==> config.mk <==
export PLATFORM = sky130hd
export DESIGN_NAME = cfg_hdr_regs
export DESIGN_NICKNAME = d
export VERILOG_FILES = /design/src/rtl/cfg_hdr_pkg.sv /design/src/rtl/cfg_cmd_stat.sv /design/src/rtl/cfg_bar_reg.sv /design/src/rtl/cfg_rd_mux.sv /design/src/rtl/cfg_hdr_regs.sv
export SDC_FILE = /design/constraint.sdc
export NUM_CORES = 1
export LEC_CHECK = 0
export CAP_MARGIN = 25
export CORE_AREA = 2 2 87 64
export DETAILED_ROUTE_END_ITERATION = 12
export DIE_AREA = 0 0 89 66
export GPL_TIMING_DRIVEN = 0
export HOLD_SLACK_MARGIN = 0.08
export PLACE_DENSITY_LB_ADDON = 0.12
export SKIP_CTS_REPAIR_TIMING = 1
export SYNTH_ARGS = -nofsm -noshare
export SYNTH_HDL_FRONTEND = slang
export SYNTH_SLANG_ARGS = --single-unit
==> constraint.sdc <==
create_clock -name clk -period 1.6 [get_ports clk]
set_clock_uncertainty 0.05 [all_clocks]
set_input_delay 0.24 -clock clk [delete_from_list [all_inputs] [get_ports clk]]
set_output_delay 0.24 -clock clk [all_outputs]
set_load 0.01 [all_outputs]
==> src/rtl/cfg_hdr_pkg.sv <==
// Shared constants and helpers for the configuration header register file.
// Assumes a 256-byte space addressed as 64 dwords.
package cfg_hdr_pkg;

    localparam int          IDX_W       = 6;
    localparam int          ERR_N       = 6;

    // Dword indices of the implemented header locations
    localparam logic [IDX_W-1:0] IDX_IDENT   = 6'd0;
    localparam logic [IDX_W-1:0] IDX_CMDSTAT = 6'd1;
    localparam logic [IDX_W-1:0] IDX_CLASS   = 6'd2;
    localparam logic [IDX_W-1:0] IDX_MISC    = 6'd3;
    localparam logic [IDX_W-1:0] IDX_BAR     = 6'd4;

    // Writable command bits: I/O, memory, master, parity response, system-error report
    localparam logic [15:0] CMD_RW_MASK = 16'h0147;

    // Expand four lane enables into a 32-bit byte mask
    function automatic logic [31:0] lane_mask(input logic [3:0] be);
        logic [31:0] m;
        for (int k = 0; k < 4; k++) begin
            m[8*k +: 8] = {8{be[k]}};
        end
        return m;
    endfunction

    // Place the sticky flags into the upper status half (dword bits 31:16)
    function automatic logic [15:0] err_to_stat(input logic [ERR_N-1:0] e);
        return {e[5], e[4], e[3], e[2], e[1], 2'b00, e[0], 8'h00};
    endfunction

    // Pick the flag positions out of the top status byte (dword bits 31:24)
    function automatic logic [ERR_N-1:0] stat_byte_to_err(input logic [7:0] b);
        return {b[7], b[6], b[5], b[4], b[3], b[0]};
    endfunction

endpackage

==> src/rtl/cfg_cmd_stat.sv <==
// Command register and sticky error flags of the status register.
// Assumes the top has already qualified the write strobes by index.
// Command bits outside CMD_RW_MASK are never stored. A flag set by an event
// wins over a write-one clear in the same cycle.
module cfg_cmd_stat
    import cfg_hdr_pkg::*;
(
    input  logic             clk,
    input  logic             rst_n,
    input  logic             cmd_we,
    input  logic [1:0]       cmd_lanes,
    input  logic [15:0]      cmd_wd,
    input  logic             stat_we,
    input  logic [7:0]       stat_wd,
    input  logic [ERR_N-1:0] err_evt,
    output logic [15:0]      cmd_q,
    output logic [ERR_N-1:0] err_q
);

    logic [ERR_N-1:0] err_clr;

    // One byte of the command register per lane
    for (genvar g = 0; g < 2; g++) begin : g_cmd_lane
        localparam logic [7:0] RW = CMD_RW_MASK[8*g +: 8];

        // Update the writable bits of this lane and clear them on reset
        always_ff @(posedge clk) begin
            if (!rst_n) begin
                cmd_q[8*g +: 8] <= 8'h00;
            end else if (cmd_we && cmd_lanes[g]) begin
                cmd_q[8*g +: 8] <= cmd_wd[8*g +: 8] & RW;
            end
        end
    end

    // Ones written to the top status byte select flags to clear
    always_comb begin
        err_clr = stat_we ? stat_byte_to_err(stat_wd) : '0;
    end

    // Sticky flags: events set, write-one clears, set takes priority
    always_ff @(posedge clk) begin
        if (!rst_n) begin
            err_q <= '0;
        end else begin
            err_q <= (err_q & ~err_clr) | err_evt;
        end
    end

endmodule

==> src/rtl/cfg_bar_reg.sv <==
// Single 32-bit memory base address register with size masking.
// Assumes BAR_SZ_LOG2 lies between 4 and 31. Bits below BAR_SZ_LOG2 are
// hardwired to zero, so software sizes the window by writing all ones.
// The memory-type bits always read as 32-bit, non-prefetchable memory.
module cfg_bar_reg #(
    parameter int BAR_SZ_LOG2 = 12
) (
    input  logic        clk,
    input  logic        rst_n,
    input  logic        bar_we,
    input  logic [3:0]  bar_lanes,
    input  logic [31:0] bar_wd,
    output logic [31:0] bar_q
);

    localparam logic [31:0] SIZE_MASK = ~((32'd1 << BAR_SZ_LOG2) - 32'd1);

    // One byte of the base register per lane
    for (genvar g = 0; g < 4; g++) begin : g_bar_lane
        localparam logic [7:0] RW = SIZE_MASK[8*g +: 8];

        // Load the address bits of this lane, keep the size bits at zero
        always_ff @(posedge clk) begin
            if (!rst_n) begin
                bar_q[8*g +: 8] <= 8'h00;
            end else if (bar_we && bar_lanes[g]) begin
                bar_q[8*g +: 8] <= bar_wd[8*g +: 8] & RW;
            end
        end
    end

endmodule

==> src/rtl/cfg_rd_mux.sv <==
// Read-side decode of the configuration space.
// Assumes a combinational read. Fixed fields come from parameters.
// Every index not listed reads zero. Disabled lanes return zero bytes.
module cfg_rd_mux
    import cfg_hdr_pkg::*;
#(
    parameter logic [15:0] VEN_ID     = 16'h1D5A,
    parameter logic [15:0] DEV_ID     = 16'h0C21,
    parameter logic [7:0]  REV_ID     = 8'h03,
    parameter logic [23:0] CLASS_CODE = 24'h118000
) (
    input  logic [IDX_W-1:0] rd_idx,
    input  logic [3:0]       rd_lanes,
    input  logic [15:0]      cmd_q,
    input  logic [ERR_N-1:0] err_q,
    input  logic [31:0]      bar_q,
    output logic [31:0]      rd_data
);

    logic [31:0] raw;

    // Select the dword, then blank the lanes not enabled
    always_comb begin
        unique case (rd_idx)
            IDX_IDENT:   raw = {DEV_ID, VEN_ID};
            IDX_CMDSTAT: raw = {err_to_stat(err_q), cmd_q};
            IDX_CLASS:   raw = {CLASS_CODE, REV_ID};
            IDX_MISC:    raw = 32'h0000_0000;
            IDX_BAR:     raw = bar_q;
            default:     raw = 32'h0000_0000;
        endcase
        rd_data = raw & lane_mask(rd_lanes);
    end

endmodule

==> src/rtl/cfg_hdr_regs.sv <==
// Top of the configuration header register file.
// Decodes the dword index for writes, holds the command, status and base
// registers, and exports the decode enables and the base address.
// Assumes VEN_ID is not FFFFh, which would mark an absent device.
module cfg_hdr_regs
    import cfg_hdr_pkg::*;
#(
    parameter logic [15:0] VEN_ID      = 16'h1D5A,
    parameter logic [15:0] DEV_ID      = 16'h0C21,
    parameter logic [7:0]  REV_ID      = 8'h03,
    parameter logic [23:0] CLASS_CODE  = 24'h118000,
    parameter int          BAR_SZ_LOG2 = 12
) (
    input  logic        clk,
    input  logic        rst_n,
    input  logic [5:0]  cfg_idx,
    input  logic [3:0]  cfg_be,
    input  logic        cfg_we,
    input  logic [31:0] cfg_wdata,
    output logic [31:0] cfg_rdata,
    input  logic [5:0]  err_evt,
    output logic        mem_en,
    output logic        io_en,
    output logic [31:0] mem_base
);

    logic             cs_we;
    logic             bar_we;
    logic [15:0]      cmd_q;
    logic [ERR_N-1:0] err_q;
    logic [31:0]      bar_q;

    // Write strobes per implemented dword; all other indices drop the data
    always_comb begin
        cs_we  = cfg_we && (cfg_idx == IDX_CMDSTAT);
        bar_we = cfg_we && (cfg_idx == IDX_BAR);
    end

    cfg_cmd_stat u_cmd_stat (
        .clk       (clk),
        .rst_n     (rst_n),
        .cmd_we    (cs_we),
        .cmd_lanes (cfg_be[1:0]),
        .cmd_wd    (cfg_wdata[15:0]),
        .stat_we   (cs_we && cfg_be[3]),
        .stat_wd   (cfg_wdata[31:24]),
        .err_evt   (err_evt),
        .cmd_q     (cmd_q),
        .err_q     (err_q)
    );

    cfg_bar_reg #(
        .BAR_SZ_LOG2 (BAR_SZ_LOG2)
    ) u_bar (
        .clk       (clk),
        .rst_n     (rst_n),
        .bar_we    (bar_we),
        .bar_lanes (cfg_be),
        .bar_wd    (cfg_wdata),
        .bar_q     (bar_q)
    );

    cfg_rd_mux #(
        .VEN_ID     (VEN_ID),
        .DEV_ID     (DEV_ID),
        .REV_ID     (REV_ID),
        .CLASS_CODE (CLASS_CODE)
    ) u_rd_mux (
        .rd_idx   (cfg_idx),
        .rd_lanes (cfg_be),
        .cmd_q    (cmd_q),
        .err_q    (err_q),
        .bar_q    (bar_q),
        .rd_data  (cfg_rdata)
    );

    // Outputs to the target logic
    always_comb begin
        io_en    = cmd_q[0];
        mem_en   = cmd_q[1];
        mem_base = bar_q;
    end

endmodule

; ---- After elaboration in Yosys (flattened, before gate mapping)
; Index checks and enable logic that the tools add are counted.
[op_classes]
bitwise = 4
mux = 2
n_eq_ne = 3
n_reduce_logical = 9
[ops]
columns = op, n
row1 = $pmux 32 s4, 1
row2 = $and 32x32->32, 1
row3 = $logic_and 1x1->1, 8
row4 = $and 6x6->6, 1
row5 = $eq 6x1->1 const B, 1
row6 = $eq 6x2->1 const B, 1
row7 = $eq 6x3->1 const B, 1
row8 = $logic_not 6->1, 1
row9 = $mux 6, 1
row10 = $not 6->6, 1
row11 = $or 6x6->6, 1
[word_totals]
output_inout_bits = 66
inputBits = 51
ff_bits = 31
word_cells = 24

; ---- Depth between registers and ports, before layout
[depth]
depth_word = 7
ltp_mapped = 5
ltp_nobuf = 3

; ---- By module
; Synthesis repeated with hierarchy kept, for this count alone.
[unflattened]
cells_unflattened = 269
area_unflattened_um2 = 2227.1
[modules_own_cells]
columns = mod, cells_each, instances, area_per_inst_um2, seq_area_each_um2
row1 = cfg_bar_reg, 106, 1, 953.4, 400.4
row2 = cfg_rd_mux, 97, 1, 704.4, 0.0
row3 = cfg_cmd_stat, 59, 1, 510.5, 220.2
row4 = cfg_hdr_regs, 7, 1, 58.8, 0.0

; ---- Worst setup path after synthesis
; Ideal clock, no wire load.
[synth_timing]
path_kind = input -> output
startpoint = in cfg_idx[0]
endpoint = out cfg_rdata[13]
arrival_time_ns = 1.266
stages = 4
n_path_buf = 1
required_time_ns = 1.310
slack_ns = 0.044
cell_sequence = buf_4 or4_4 nor3_4 and3_1
[synth_between]
elab_chain_len = 3
word_cells_on_any_way = 6
classes_between = eq/ne (3) / mux (1) / bitwise (1) / reduce/logical (1)
[synth_lines]
columns = item, line_no
row1 = start: declaration, cfg_hdr_regs.sv:16  ; input logic [5:0] cfg_idx,
row2 = $eq 6x3->1 (tied with other cells), cfg_rd_mux.sv:24  ; unique case (rd_idx)
row3 = $pmux 32 s4 *, cfg_rd_mux.sv:24
row4 = $and 32x32->32 *, cfg_rd_mux.sv:32  ; rd_data = raw & lane_mask(rd_lanes);
row5 = end: declaration, cfg_hdr_regs.sv:20  ; output logic [31:0] cfg_rdata,
; Mark *: on every way between the ends. The rest lies on a longest branch, timed or not.

; ---- Worst setup path in the final report
[layout_timing]
startpoint = in cfg_idx[0]
endpoint = out cfg_rdata[15]
; The elaborated chain is that of the path after synthesis.

==> results.tsv <==
stage	metric	value	unit
logic_synthesis	synth.cell_area	0.001824	mm2
die	die_h	66	um
routing	drt_drc_violations_left	0	
critical_path	critPathArrivalTime	1560	ps
global_route	grt_pass1_vias	1901	
critical_path	cp-startpoint	cfg_idx[0]	
timing	rsz0062_at_grt	true	
place	placed_cell_area	0.002898	mm2
global_route	grt-ovfl-total	0	
min_path	hold_class	input port to flip-flop	
clock_tree	ctsHtreeMaxLevel	2	
power	power_density	578.9	mW/mm2
power	p_leak	1.471	nW
logic_synthesis	synth_area_leaders	dfxtp_1 (34%), nand3_1 (9.9%), a21oi_1 (8.2%), buf_4 (7.8%), o21ai_0 (6.3%)	
final_layout	syn2layout_area_growth	86.08	%
global_route	grt_max_degree	11	
timing	worst_pin_slew	514.2	ps
critical_path	crit_path_max_fanout	6	
timing	maxSlewHeadroom	65.72	%
routing	ant_nets	0	
routing	drtIter0Drc	105	
logic_synthesis	ys_ff_latch	31	
global_route	grt_antenna_before_repair	0	
global_route	grt_pass1_wl	9377	um
place	gp_congestion	0.8209	
logic_synthesis	synth_edf_count	0	
logic_synthesis	synth_ff_type	dfxtp_1	
logic_synthesis	synth_top_cell_by_area	dfxtp_1	
critical_path	path_class	input port to output port	
clock_tree	clk_latency	290	ps
final_layout	final_nets	421	
timing	setup_tns	-3462	ps
final_layout	drive_gt1_share	33.96	%
final_layout	stdcell_count	443	
outcome	violations	setup timing	
die	rows	22	
die	die_area	0.005874	mm2
global_route	grt_usage	20.75	%
logic_synthesis	async_flop_share	0	%
place	hpwl	4542	um
timing	min_period	1848	ps
routing	via_count	2218	
clock_tree	cts_made_buffers	5	
outcome	status	finished with violations	
critical_path	critPathRequiredTime	1310	ps
clock_tree	root_buffer	clkbuf_8	
final_layout	multiInputGateArea	0.001147	mm2
routing	firstDrtPassIters	4	
place	dp.cells	412	
logic_synthesis	synth_seq_area_share	34.02	%
critical_path	endpoint_kind	output port	
timing	worst_slack	-248.0	ps
final_layout	seq_area	620.6	um2
die	core_area	0.005065	mm2
die	num_io_pins	117	
logic_synthesis	synth_cells	233	
timing	finalSetupViolCount	20	
final_layout	diodes	0	
timing	max_freq	541.1	MHz
routing	routed_wl	6798	um
logic_synthesis	synth_cell_types	31	
timing	finalHoldViolations	0	
routing	avgRoutedWirePerCell	15.35	um
final_layout	finish.instance_area	0.003395	mm2
logic_synthesis	avgSynthCellArea	7.829	um2
routing	via_per_inst	5.007	
timing	post-route-period-util	115.5	%
clock_tree	clockBufferDepth	2	
power	ir_worst_vdd	0.2876	mV
timing	slew_violations	0	
job	drv_cap	0	
critical_path	start_kind	input port	
clock_tree	clock_sinks	31	
min_path	hp-start	cfg_idx[1]	
die	initial_core_util	36.02	%
die	fp.dieW	89	um
logic_synthesis	yosys.area.top_type_share	34.02	%
critical_path	reg2reg_from	u_bar.bar_q[28]	
logic_synthesis	yosys_warnings	0	
final_layout	fillers	428	
clock_tree	cts.clk_slew.worst_paths	60	ps
place	io_buffers	93	
clock_tree	cts_tree	yes	
[kinds of logic (layout without fill, tap and decap cells)]
kind of cell	count (synthesis)	after routing	share of synthesized area (%)
compound gates	70	70	20.78
buf+inv	43	167	14.54
flops	31	31	34.02
mux	5	5	2.744
other cells	1	15	0.2056
simple gates	83	83	27.71
[cells in the mapped netlist (all sizes together) (5+ instances only)]
library cell / count
o21ai: 26
mux2i: 5
a31oi: 8
nand2: 13
buf: 25
clkbuf: 8
and3: 11
nand3: 36
a21oi: 30
dfxtp: 31
inv: 10
[placed cells by master, fill, tap and decap left out, types with 7 or more instances in the layout]
master,n
nand3_2,7
clkbuf_2,7
inv_1,10
buf_4,32
buf_6,21
buf_2,16
clkdlybuf4s50_1,56
o21ai_0,23
a21oi_1,23
a31oi_1,7
nand3_1,27
dfxtp_1,31
conb_1,15
a21oi_2,7
nand2_1,11
[stage by stage]
step | setup WS [ps] | hold slack, ps | util (%) | power, mW
2_1_floorplan | 43.52 | 290.2 | - | 0.9365
4_1_cts | -1260 | 324.6 | 59.54 | 1.911
3_3_place_gp | -1242 | 393.9 | 57.21 | 1.099
6_report | -248.0 | 350.4 | 67.02 | 1.965
3_5_place_dp | -1237 | 402.8 | 57.21 | 1.100
5_1_grt | -287.9 | 351.6 | 67.02 | 2.030
[registers in the layout, indices dropped and copies added (netlist names)]
name / flops
u_cmd_stat.cmd_q: 5
u_bar.bar_q: 20
u_cmd_stat.err_q: 6
[power by group]
group	switching [mW]	internal, mW
Clock	0.308	0.503
Combinational	0.164	0.197
Sequential	0.00803	0.784
[path summary, 6_finish.rpt]
kind / endpoint / slack (ps) / depth (start not counted)
max: cfg_rdata[15] / -250 / 6
min reg2reg: u_cmd_stat.cmd_q[2] / 420 / 2
max reg2reg: u_bar.bar_q[28] / 820 / 2
min: u_cmd_stat.cmd_q[8] / 350 / 4
[layer usage]
layer / global-route usage, % / up-vias / routed length (um)
met1: 28.58 / 1031 / 3102
met3: 7.615 / 7 / 576
li1: - / 1087 / -
met2: 31.25 / 93 / 3046
met5: 0 / - / 0
met4: 3.918 / 0 / 72
[cell type report]
cell class / instances / area share [%]
multi-input combinational: 173 / 33.80
clock inverter: 2 / 1.032
timing repair buffer: 118 / 32.95
buffer: 31 / 7.740
clock buffer: 6 / 2.433
tap: 72 / 2.654
sequential: 31 / 18.28
inverter: 10 / 1.106
[worst max-delay path: stages]
cell	delay, ps
buf_12	110
or4_4	570
nor3_4	220
buf_6	140
and3_4	180
buf_6	90
Power figures use the tool's default switching activity.
